===== config.mk =====
export PLATFORM = sky130hd
export DESIGN_NAME = oneshot_pulse_timer
export DESIGN_NICKNAME = d
export VERILOG_FILES = /design/src/rtl/otm_pkg.sv /design/src/rtl/otm_regs.sv /design/src/rtl/otm_prescaler.sv /design/src/rtl/otm_counter.sv /design/src/rtl/otm_channel.sv /design/src/rtl/oneshot_pulse_timer.sv
export SDC_FILE = /design/constraint.sdc
export NUM_CORES = 1
export LEC_CHECK = 0
export ABC_AREA = 1
export BUFFER_PORTS_ARGS = -buffer_cell sky130_fd_sc_hd__buf_2
export CELL_PAD_IN_SITES_DETAIL_PLACEMENT = 0
export CELL_PAD_IN_SITES_GLOBAL_PLACEMENT = 1
export CORE_MARGIN = 2
export CORE_UTILIZATION = 35
export CTS_BUF_LIST = sky130_fd_sc_hd__clkbuf_16
export CTS_CLUSTER_SIZE = 28
export DETAILED_ROUTE_END_ITERATION = 16
export PLACE_DENSITY_LB_ADDON = 0.08
export SLEW_MARGIN = 20
export SYNTH_ARGS = -nofsm -noshare
export SYNTH_HDL_FRONTEND = slang
export SYNTH_SLANG_ARGS = --single-unit

===== constraint.sdc =====
create_clock -name clk -period 1.5 [get_ports clk]
set_input_delay 0.15 -clock clk [delete_from_list [all_inputs] [get_ports clk]]
set_output_delay 0.15 -clock clk [all_outputs]
set_load 0.05 [all_outputs]

===== src/rtl/otm_pkg.sv =====
package otm_pkg;
  localparam int ADDR_W = 3;
  localparam logic [ADDR_W-1:0] A_CTRL  = 3'd0;
  localparam logic [ADDR_W-1:0] A_DIV   = 3'd1;
  localparam logic [ADDR_W-1:0] A_END   = 3'd2;
  localparam logic [ADDR_W-1:0] A_THR   = 3'd3;
  localparam logic [ADDR_W-1:0] A_ROUTE = 3'd4;

  // divider code -> log2 of divide ratio (code = ratio + 4)
  function automatic logic [1:0] code_to_shift(input logic [3:0] code);
    case (code)
      4'd6:    return 2'd1;
      4'd8:    return 2'd2;
      default: return 2'd0;
    endcase
  endfunction
endpackage


===== src/rtl/otm_regs.sv =====
module otm_regs
  import otm_pkg::*;
#(
  parameter int CNT_W  = 16,
  parameter int NUM_CH = 2
) (
  input  logic              clk,
  input  logic              rst,
  input  logic              wr_en,
  input  logic [ADDR_W-1:0] wr_addr,
  input  logic [CNT_W-1:0]  wr_data,
  output logic              en,
  output logic              start,
  output logic [1:0]        div_sh,
  output logic [CNT_W-1:0]  end_val,
  output logic [CNT_W-1:0]  thr_val,
  output logic [NUM_CH-1:0] set_sel,
  output logic [NUM_CH-1:0] clr_sel,
  output logic [NUM_CH-1:0] pin_gate,
  output logic              err
);
  localparam logic [CNT_W-1:0] END_MIN = CNT_W'(3);
  localparam logic [CNT_W-1:0] END_MAX = CNT_W'((1 << CNT_W) - 34);

  logic cfg_wr;
  assign cfg_wr = wr_en && !en;
  assign start  = wr_en && (wr_addr == A_CTRL) && wr_data[0] && wr_data[1] && en;

  always_ff @(posedge clk) begin
    if (rst) begin
      en       <= 1'b0;
      err      <= 1'b0;
      div_sh   <= 2'd0;
      end_val  <= END_MIN;
      thr_val  <= '0;
      set_sel  <= '0;
      clr_sel  <= '0;
      pin_gate <= '0;
    end else begin
      if (wr_en && wr_addr == A_CTRL) begin
        en <= wr_data[0];
        if (wr_data[2]) err <= 1'b0;
      end
      if (cfg_wr && wr_addr == A_DIV) div_sh <= code_to_shift(wr_data[3:0]);
      if (cfg_wr && wr_addr == A_THR) thr_val <= wr_data;
      if (cfg_wr && wr_addr == A_END) begin
        if (wr_data < END_MIN) begin
          end_val <= END_MIN;
          err     <= 1'b1;
        end else if (wr_data > END_MAX) begin
          end_val <= END_MAX;
          err     <= 1'b1;
        end else begin
          end_val <= wr_data;
        end
      end
      if (cfg_wr && wr_addr == A_ROUTE) begin
        for (int i = 0; i < NUM_CH; i++) begin
          set_sel[i]  <= wr_data[4*i];
          clr_sel[i]  <= wr_data[4*i+1];
          pin_gate[i] <= wr_data[4*i+2];
        end
      end
    end
  end


  end_legal_chk: assert property (@(posedge clk) disable iff (rst)
    (end_val >= END_MIN) && (end_val <= END_MAX));

  cfg_locked_chk: assert property (@(posedge clk) disable iff (rst)
    (en && wr_en && wr_addr != A_CTRL) |=> $stable(end_val) && $stable(thr_val) && $stable(div_sh));
endmodule


===== src/rtl/otm_prescaler.sv =====
module otm_prescaler (
  input  logic       clk,
  input  logic       rst,
  input  logic       en,
  input  logic       restart,
  input  logic [1:0] div_sh,
  output logic       tick
);
  logic [1:0] phase;
  logic [1:0] last;

  always_comb begin
    case (div_sh)
      2'd1:    last = 2'd1;
      2'd2:    last = 2'd3;
      default: last = 2'd0;
    endcase
  end

  assign tick = en && (phase == last);

  always_ff @(posedge clk) begin
    if (rst || !en || restart || tick) phase <= 2'd0;
    else                               phase <= phase + 2'd1;
  end


  tick_phase_chk: assert property (@(posedge clk) disable iff (rst)
    (restart || !en) |=> (phase == 2'd0));
endmodule


===== src/rtl/otm_counter.sv =====
module otm_counter #(
  parameter int CNT_W = 16
) (
  input  logic             clk,
  input  logic             rst,
  input  logic             en,
  input  logic             start,
  input  logic             tick,
  input  logic [CNT_W-1:0] end_val,
  input  logic [CNT_W-1:0] thr_val,
  output logic             thr_evt,
  output logic             end_evt
);
  logic [CNT_W-1:0] cnt;
  logic             running;
  logic             step;

  assign step    = running && tick && !start;
  assign thr_evt = step && (cnt == thr_val);
  assign end_evt = step && (cnt == end_val);

  always_ff @(posedge clk) begin
    if (rst || !en) begin
      cnt     <= '0;
      running <= 1'b0;
    end else if (start) begin
      cnt     <= '0;
      running <= 1'b1;
    end else if (step) begin
      if (cnt == end_val) running <= 1'b0;
      else                cnt     <= cnt + 1'b1;
    end
  end


  halt_at_end_chk: assert property (@(posedge clk) disable iff (rst)
    end_evt |=> !running);

  hold_between_ticks_chk: assert property (@(posedge clk) disable iff (rst)
    (en && !tick && !start) |=> $stable(cnt));

  restart_zero_chk: assert property (@(posedge clk) disable iff (rst)
    start |=> (cnt == '0) && running);
endmodule


===== src/rtl/otm_channel.sv =====
module otm_channel (
  input  logic clk,
  input  logic rst,
  input  logic en,
  input  logic thr_evt,
  input  logic end_evt,
  input  logic set_sel,
  input  logic clr_sel,
  input  logic pin_gate,
  output logic pin
);
  logic level;

  always_ff @(posedge clk) begin
    if (rst || !en)                level <= 1'b0;
    else if (end_evt && clr_sel)   level <= 1'b0;
    else if (thr_evt && set_sel)   level <= 1'b1;
  end

  assign pin = level && pin_gate;


  clear_wins_chk: assert property (@(posedge clk) disable iff (rst)
    (en && end_evt && clr_sel) |=> !level);

  disabled_low_chk: assert property (@(posedge clk) disable iff (rst)
    !en |=> !level);

  no_set_no_rise_chk: assert property (@(posedge clk) disable iff (rst)
    (!level && !(thr_evt && set_sel)) |=> !level);
endmodule


===== src/rtl/oneshot_pulse_timer.sv =====
module oneshot_pulse_timer
  import otm_pkg::*;
#(
  parameter int CNT_W  = 16,
  parameter int NUM_CH = 2
) (
  input  logic              clk,
  input  logic              rst,
  input  logic              wr_en,
  input  logic [2:0]        wr_addr,
  input  logic [15:0]       wr_data,
  output logic [1:0]        ch_out,
  output logic              range_err
);
  logic              en, start, tick, thr_evt, end_evt;
  logic [1:0]        div_sh;
  logic [CNT_W-1:0]  end_val, thr_val;
  logic [NUM_CH-1:0] set_sel, clr_sel, pin_gate, pins;

  otm_regs #(.CNT_W(CNT_W), .NUM_CH(NUM_CH)) u_regs (
    .clk(clk), .rst(rst), .wr_en(wr_en), .wr_addr(wr_addr),
    .wr_data(CNT_W'(wr_data)), .en(en), .start(start), .div_sh(div_sh),
    .end_val(end_val), .thr_val(thr_val), .set_sel(set_sel),
    .clr_sel(clr_sel), .pin_gate(pin_gate), .err(range_err)
  );

  otm_prescaler u_presc (
    .clk(clk), .rst(rst), .en(en), .restart(start), .div_sh(div_sh), .tick(tick)
  );

  otm_counter #(.CNT_W(CNT_W)) u_cnt (
    .clk(clk), .rst(rst), .en(en), .start(start), .tick(tick),
    .end_val(end_val), .thr_val(thr_val), .thr_evt(thr_evt), .end_evt(end_evt)
  );

  for (genvar i = 0; i < NUM_CH; i++) begin : g_ch
    otm_channel u_ch (
      .clk(clk), .rst(rst), .en(en), .thr_evt(thr_evt), .end_evt(end_evt),
      .set_sel(set_sel[i]), .clr_sel(clr_sel[i]), .pin_gate(pin_gate[i]),
      .pin(pins[i])
    );
  end

  assign ch_out = 2'(pins);


  outputs_off_chk: assert property (@(posedge clk) disable iff (rst)
    $fell(en) |=> ##1 (ch_out == 2'b00));
endmodule


==> metrics.txt, run 1 <==
GRT Total Usage 0.199; Post-Synth XOR/XNOR Area 0.0324; Die Ht 104 um; Yosys cell types 27; most common cell in the netlist nand2_1; Hold Fails Final Rpt 0; cell taking the most area after synthesis dfxtp_1; Worst EP arrival 1.92 ns; Starting Density 0.359; CTS clk-pin slew, worst paths 0.05 ns; vias per std cell 4.59; YS warnings 0; Inserted Diodes 0; Total Nets Final 659; initial antenna violation count 0; full die area 10900 um2; ys flop type dfxtp_1; Final Max Tran Viols 0; final worst slack -0.161 ns; top cells by area, synth dfxtp_1 36%, nand2_1 20%, a21oi_1 6.6%, inv_1 6.5%, nor2_1 6.2%; Worst EP required 1.76 ns; worst-skew pair later-pin latency 0.33 ns; synthesized flop and latch total 63; final hold slack 0.0816 ns; Placer Congestion 0.772; Top Ports 25; Clock Tree Root clkbuf_16; Synth Area in Adders 0.00713; area grow syn2layout 35.9%; dpl hpwl 7710 um; Post-Route WL 10600 um; Post-DRT Antenna Nets 0; Setup CP Type reg2reg; Compound-Gate Fraction of Synth Area 0.136; Leak 1.99 nW; Final Setup Violations 19; number of H-tree levels 3; share of layout cells above drive strength 1 0.267; FF-to-FF setup slack -0.16 ns; Core Box Area 9770 um2; Slew @ Worst Pin 0.354 ns; area share of the largest cell type after synthesis 0.359; drt wl/cell 13.7 um; asr flop ratio synth 0; Cell Count, Final, Fillers Out 773; failing checks negative setup slack; Synth Instances 556; Hold Path Class in2reg; Achievable Freq 602 MHz; Hold Path Origin wr_data[10]; register area share after synthesis 0.359; num rows 36; Worst Hold Endpoint u_regs.end_val[10]$_SDFFE_PP0P_; GRT overflow 0; Cells after DPL 745; Worst Setup Start Kind register; CTS buffer count 9; Cell Area, Placed 4110 um2; final core utilization 0.488; Final Instance Area 4770 um2; CP max FO 6; max_cap viols 0; pwr dens 928 nW/um2; Hold-fix buffers, CTS 0; Synth Area in Simple Gates 0.356; unrepaired setup endpoints after global routing true; worst flop-to-flop path endpoint u_cnt.cnt[1]$_SDFFE_PP0P_; Final min period 1.66 ns; commonest cells in the netlist 184 x nand2_1, 63 x dfxtp_1, 61 x inv_1; Post-Syn Nets 580; final total power 0.00443 W; Clock Tree Buf Depth 2; RR Startpoint u_regs.div_sh[0]$_SDFFE_PP0P_; DR pass1 iterations 4; clk sinks 63; final period utilization 1.11; reg2reg path depth 10; worst vdd ir 0.504 mV; main combinational cell family by area after synthesis simple AND/OR/NAND/NOR gates; Initial DRC Count 140; mux cell area share after synthesis 0; CP Capture Type register; vias in the first global route 3177; WHS Path Cells 3; Residual DRC 0; Post-Synthesis Cell Area 3510 um2; largest net degree at the start of global routing 25; Die X 104 um; headroom to the max-slew limit 0.762; Synth Area per Inst 6.32 um2; IO buf count 24; via count 3549; CTS tree yes; number of flops mapped to enable cells by yosys 0; Layout Skew 0.00328 ns; status finished, violations left; global-route wire length before repair 16900 um
-- flip-flops by register name, summed over array words and instances, names as in the netlist, 2 cells and up --
register / count
u_regs.pin_gate: 2
u_presc.phase: 2
u_regs.thr_val: 16
u_regs.end_val: 16
g_ch.u_ch.level: 2
u_cnt.cnt: 16
u_regs.set_sel: 2
u_regs.clr_sel: 2
u_regs.div_sh: 2
-- area by class of cell --
cell class / instances / area (um2)
well taps: 133 / 166
flip-flops and latches: 63 / 1270
inverters: 74 / 278
clock buffers: 9 / 225
fillers: 1027 / 5000
repair buffers: 84 / 658
multi-input cells: 403 / 2060
clock inverters: 7 / 111
-- placed cells by master (no fill, tap or decap), types with 9 or more instances in the layout --
master / instances
a21oi_1: 43
a21oi_2: 13
buf_2: 24
buf_4: 52
clkbuf_16: 11
dfxtp_1: 54
dfxtp_2: 9
inv_1: 60
inv_2: 14
nand2_1: 176
nand3_1: 26
nand3_2: 10
nor2_1: 54
o21ai_0: 26
xor2_1: 12
-- worst max path at each step --
stage                                        from                              end  slack, ns  cells past startpoint
floorplan           u_regs.div_sh[0]$_SDFFE_PP0P_  g_ch[1].u_ch.level$_SDFFE_PP0P_      0.004                     11
global placement        u_cnt.cnt[9]$_SDFFE_PP0P_        u_cnt.cnt[9]$_SDFFE_PP0P_      -0.09                     10
detailed placement      u_cnt.cnt[9]$_SDFFE_PP0P_       u_cnt.cnt[14]$_SDFFE_PP0P_      -0.13                     10
CTS                     u_cnt.cnt[0]$_SDFFE_PP0P_        u_cnt.cnt[6]$_SDFFE_PP0P_      -0.11                      9
global route        u_regs.div_sh[0]$_SDFFE_PP0P_  g_ch[1].u_ch.level$_SDFFE_PP0P_      -0.23                     11
finish              u_regs.div_sh[0]$_SDFFE_PP0P_        u_cnt.cnt[1]$_SDFFE_PP0P_      -0.16                     10
-- worst max-delay path: stages (launching register included) --
cell and delay [ns]:
dfxtp_2 0.33, inv_2 0.04, ha_4 0.26, nor2_2 0.04, nor2_2 0.09, nand3_2 0.10, nor2_4 0.22, buf_12 0.15
clkbuf_16 0.14, nand3_2 0.08, a21oi_2 0.14
-- power by group --
part	switching [W]	internal, W	leakage (nW)
combinational	0.000195	0.000112	1.31
clock	0.000783	0.00161	0.163
sequential	0.0000215	0.00171	0.514
total	0.00100	0.00343	1.99
-- routing by layer --
| layer | share of wire | vias to the layer above | GRT usage |
|---|---|---|---|
| met5 | 0 | - | 0 |
| li1 | - | 1912 | - |
| met1 | 0.53 | 1581 | 0.310 |
| met2 | 0.42 | 46 | 0.276 |
| met4 | 0.014 | 0 | 0.0705 |
| met3 | 0.037 | 10 | 0.0288 |
-- kinds of logic (layout without fill, tap and decap cells) --
family          after synthesis  count (layout)
buf+inv                      93             174
fa+ha+maj                     2               2
simple gates                299             302
xor+xnor                     13              13
flops                        63              63
compound gates               86              86
-- what timing repair did --
item	4_1_cts	5_1_grt
resized for setup	19	26
setup buffers	4	2
gates cloned	3	3
pin swaps	7	10
setup endpoints to repair	19	22
-- metrics by stage --
| stage | setup WS, ns | setup TNS, ns |
|---|---|---|
| global placement | -0.0854 | -1.43 |
| finish | -0.161 | -2.08 |
| global route | -0.231 | -3.61 |
| detailed placement | -0.132 | -2.02 |
| floorplan | 0.00418 | 0 |
| CTS | -0.114 | -1.55 |
No activity file was read; power rests on OpenSTA's default activity.
==> run 2, diff against run 1 <==
--- a/config.mk
+++ b/config.mk
@@ -5,7 +5,6 @@
 export SDC_FILE = /design/constraint.sdc
 export NUM_CORES = 1
 export LEC_CHECK = 0
-export ABC_AREA = 1
 export BUFFER_PORTS_ARGS = -buffer_cell sky130_fd_sc_hd__buf_2
 export CELL_PAD_IN_SITES_DETAIL_PLACEMENT = 0
 export CELL_PAD_IN_SITES_GLOBAL_PLACEMENT = 1
@@ -14,6 +13,7 @@
 export CTS_BUF_LIST = sky130_fd_sc_hd__clkbuf_16
 export CTS_CLUSTER_SIZE = 28
 export DETAILED_ROUTE_END_ITERATION = 16
+export GPL_TIMING_DRIVEN = 0
 export PLACE_DENSITY_LB_ADDON = 0.08
 export SLEW_MARGIN = 20
 export SYNTH_ARGS = -nofsm -noshare
==> run 2 against run 1 <==
Effect of this change:
- the flow still finishes with violations (negative setup slack)
- synthesized area is 12% lower
- global-route usage fell by 0.46 points
- register-to-register slack lost 0.39 ns
- flip-flop and latch count did not move
- sequential power barely moved
- via count is 22% lower
- synthesized cell count is 35% lower
- combinational power is 27% lower
- worst hold slack better by 0.015 ns
- critical path type unchanged
- critical endpoint is now u_cnt.cnt[11]$_SDFFE_PP0P_
- largest cell class unchanged
==> metrics.txt, run 2 <==
status finished, violations left (unchanged); failing checks negative setup slack (unchanged); Worst EP arrival 2.31 ns (was 1.92 ns); synthesized flop and latch total 63 (unchanged); Yosys cell types 43 (was 27); Post-DRT Antenna Nets 0 (unchanged); Starting Density 0.358 (was 0.359); Worst Setup Start Kind register (unchanged); main combinational cell family by area after synthesis simple AND/OR/NAND/NOR gates (unchanged); worst flop-to-flop path endpoint u_cnt.cnt[11]$_SDFFE_PP0P_ (was u_cnt.cnt[1]$_SDFFE_PP0P_); Synth Area in Adders 0.00805 (was 0.00713); multi-input logic area 1960 um2 (was 2060 um2); most crowded layer after global routing met2 (was met1); WHS Path Cells 3 (unchanged); CP Capture Type register (unchanged); Final Max Tran Viols 0 (unchanged); Top Ports 25 (unchanged); Inserted Diodes 0 (unchanged); register area 1280 um2 (was 1270 um2); commonest cells in the netlist 63 x dfxtp_1, 44 x nor2_1, 33 x nand2_1 (was 184 x nand2_1, 63 x dfxtp_1, 61 x inv_1); Final Setup Violations 19 (unchanged); pwr dens 967 nW/um2 (was 928 nW/um2); Layout Skew 0.00496 ns (was 0.00328 ns); number of flops mapped to enable cells by yosys 0 (unchanged); dpl hpwl 6360 um (was 7710 um); Placer Congestion 0.770 (was 0.772); Internal 0.00305 W (was 0.00343 W); Die Ht 98.2 um (was 104 um); Residual DRC 0 (unchanged); reg2reg path depth 9 (was 10); Logic pwr share 0.057 (was 0.069); Initial DRC Count 106 (was 140); CP max FO 8 (was 6); RR Startpoint u_regs.div_sh[0]$_SDFFE_PP0P_ (unchanged); Setup CP Type reg2reg (unchanged); IO buf count 23 (was 24); initial antenna violation count 0 (unchanged); Hold-fix buffers, CTS 0 (unchanged); full die area 9650 um2 (was 10900 um2); commonest non-fill, non-tap cell in the layout dfxtp_1 (was nand2_1); Synth Area per Inst 8.61 um2 (was 6.32 um2); Core Box Area 8680 um2 (was 9770 um2); sw frac 0.234 (was 0.226); Reg power frac 0.430 (was 0.390); Clock power frac 0.513 (was 0.541); biggest regs u_cnt.cnt: 16 flops, u_regs.end_val: 16 flops, u_regs.thr_val: 16 flops (unchanged); final period utilization 1.37 (was 1.11); share of layout cells above drive strength 1 0.296 (was 0.267); mux cell area share after synthesis 0.0741 (was 0); M2 GR Usage 0.300 (was 0.276); num rows 34 (was 36); Switch Pwr 0.000933 W (was 0.00100 W); unrepaired setup endpoints after global routing true (unchanged); clk sinks 63 (unchanged); Clock Tree Root clkbuf_16 (unchanged); most common cell in the netlist dfxtp_1 (was nand2_1); via count 2762 (was 3549); Post-Syn Nets 385 (was 580); Setup TNS -7.87 ns (was -2.08 ns); CTS tree yes (unchanged); drt wl/cell 17.7 um (was 13.7 um); YS warnings 0 (unchanged); Post-Synth XOR/XNOR Area 0.0986 (was 0.0324); worst vdd ir 0.492 mV (was 0.504 mV); Final min period 2.05 ns (was 1.66 ns); slowest cell on the critical path or4_4 (was dfxtp_2); worst-skew pair later-pin latency 0.33 ns (about the same); Slew @ Worst Pin 0.527 ns (was 0.354 ns); headroom to the max-slew limit 0.649 (was 0.762); met1 Use GR 0.281 (was 0.310); DR pass1 iterations 4 (unchanged); Cells after DPL 492 (was 745); CTS buffer count 9 (unchanged); CTS clk-pin slew, worst paths 0.05 ns (about the same); pre-CTS setup slack -0.602 ns (was -0.132 ns); met3 Use GR 0.0322 (was 0.0288); top cells by area, synth dfxtp_1 41%, mux2i_1 7.4%, nor2_1 5.3%, xnor2_1 5.1%, xor2_1 4.8% (was dfxtp_1 36%, nand2_1 20%, a21oi_1 6.6%, inv_1 6.5%, nor2_1 6.2%); commonest non-fill, non-tap cells in the layout 52 x dfxtp_1, 40 x nor2_1, 33 x nand2_1 (was 176 x nand2_1, 60 x inv_1, 54 x nor2_1, 54 x dfxtp_1, 52 x buf_4); global-route wire length before repair 14700 um (was 16900 um); register area share after synthesis 0.406 (was 0.359); FF-to-FF setup slack -0.55 ns (was -0.16 ns); Clock Tree Buf Depth 2 (unchanged); area grow syn2layout 32.7% (was 35.9%); final worst slack -0.552 ns (was -0.161 ns); CP max stage delay 0.42 ns (was 0.33 ns); cells along the critical path inv_2 > ha_4 > xor2_2 > nand4_1 > or2_1 > buf_6 > buf_8 > or4_4 > a21oi_2 (was inv_2 > ha_4 > nor2_2 > nor2_2 > nand3_2 > nor2_4 > buf_12 > clkbuf_16 > nand3_2 > a21oi_2); Hold Path Class in2reg (unchanged); GRT Total Usage 0.195 (was 0.199); GRT overflow 0 (unchanged); Achievable Freq 487 MHz (was 602 MHz); Die X 98.2 um (was 104 um); ys flop type dfxtp_1 (unchanged); Compound-Gate Fraction of Synth Area 0.115 (was 0.136); vias in the first global route 2636 (was 3177); Leak 1.53 nW (was 1.99 nW); vias per std cell 5.28 (was 4.59); cell taking the most area after synthesis dfxtp_1 (unchanged); Total Nets Final 434 (was 659); Hold Fails Final Rpt 0 (unchanged); Post-Route WL 9250 um (was 10600 um); area share of the largest cell type after synthesis 0.406 (was 0.359); Worst EP required 1.76 ns (about the same); Synth Area in Simple Gates 0.252 (was 0.356); largest net degree at the start of global routing 12 (was 25); Post-Synthesis Cell Area 3110 um2 (was 3510 um2); number of H-tree levels 3 (unchanged); Filler cells 865 (was 1027); Cell Count, Final, Fillers Out 523 (was 773); Hold Path Origin wr_data[15] (was wr_data[10]); Synth Instances 361 (was 556); Worst Hold Endpoint u_regs.end_val[15]$_SDFFE_PP0P_ (was u_regs.end_val[10]$_SDFFE_PP0P_); asr flop ratio synth 0 (unchanged); max_cap viols 0 (unchanged)
-- run 2: cell type report --
class,instances,area share
plain buffers,20,0.0373
multi-input cells,271,0.475
clock buffers,9,0.0546
clock inverters,7,0.0155
well taps,108,0.0328
repair buffers,43,0.0731
flip-flops and latches,63,0.310
inverters,2,0.00182
-- run 2: how the worst max path moves through the flow --
stage / endpoint / slack, ns / from
final: u_cnt.cnt[11]$_SDFFE_PP0P_ / -0.55 / u_regs.div_sh[0]$_SDFFE_PP0P_
after global routing: u_cnt.cnt[11]$_SDFFE_PP0P_ / -0.63 / u_regs.div_sh[0]$_SDFFE_PP0P_
after CTS: u_cnt.cnt[13]$_SDFFE_PP0P_ / -0.54 / u_regs.div_sh[0]$_SDFFE_PP0P_
after detailed placement: g_ch[1].u_ch.level$_SDFFE_PP0P_ / -0.60 / u_cnt.cnt[4]$_SDFFE_PP0P_
after global placement: u_cnt.cnt[13]$_SDFFE_PP0P_ / -0.67 / u_cnt.cnt[4]$_SDFFE_PP0P_
after floorplan: u_cnt.cnt[2]$_SDFFE_PP0P_ / -0.42 / u_regs.div_sh[0]$_SDFFE_PP0P_
-- run 2: critical path: cells and delay by family (launching register included) --
kind	cells	cell delay (ns)
adders and majority gates	1	0.26
AOI/OAI and AO/OA	1	0.14
DFF	1	0.33
and+or+nand+nor	3	0.79
buffers and inverters	3	0.32
xor gates and xnor gates	1	0.16
-- run 2: layer usage --
| metal | vias to the layer above | share of wire |
|---|---|---|
| met5 | - | 0 |
| met1 | 1325 | 0.50 |
| met2 | 44 | 0.46 |
| li1 | 1386 | - |
| met4 | 0 | 0.011 |
| met3 | 7 | 0.029 |
-- run 2: logic make-up after synthesis --
kind of cell,count (synthesis)
AOI/OAI and AO/OA,60
and+or+nand+nor,151
buffers and inverters,27
xor gates and xnor gates,35
adders and majority gates,2
DFF,63
muxes,23
-- run 2: metrics by stage --
step / cell area, um2 / power, W / hold WS (ns) / utilization
finish: 4120 / 0.00399 / 0.0968 / 0.475
global route: 4120 / 0.00412 / 0.129 / 0.475
CTS: 3830 / 0.00400 / 0.0903 / 0.442
detailed placement: 3360 / 0.00195 / 0.434 / 0.387
global placement: 3360 / 0.00195 / 0.432 / 0.387
floorplan: 3110 / 0.00185 / 0.286 / -
-- run 2: power groups by stage --
stage	logic, W	clock network (W)	registers [W]
after detailed placement	0.000203	0	0.00175
after CTS	0.000218	0.00207	0.00172
after global placement	0.000202	0	0.00175
after global routing	0.000249	0.00216	0.00172
after floorplan	0.000109	0	0.00174
final	0.000226	0.00205	0.00171
-- run 2: repair_timing --
| item | in CTS | in global routing |
|---|---|---|
| gates cloned | 0 | 1 |
| gates resized for setup | 31 | 47 |
| endpoints found under the setup margin | 51 | 40 |
| pin swaps | 9 | 23 |
| buffers inserted | 8 | 12 |
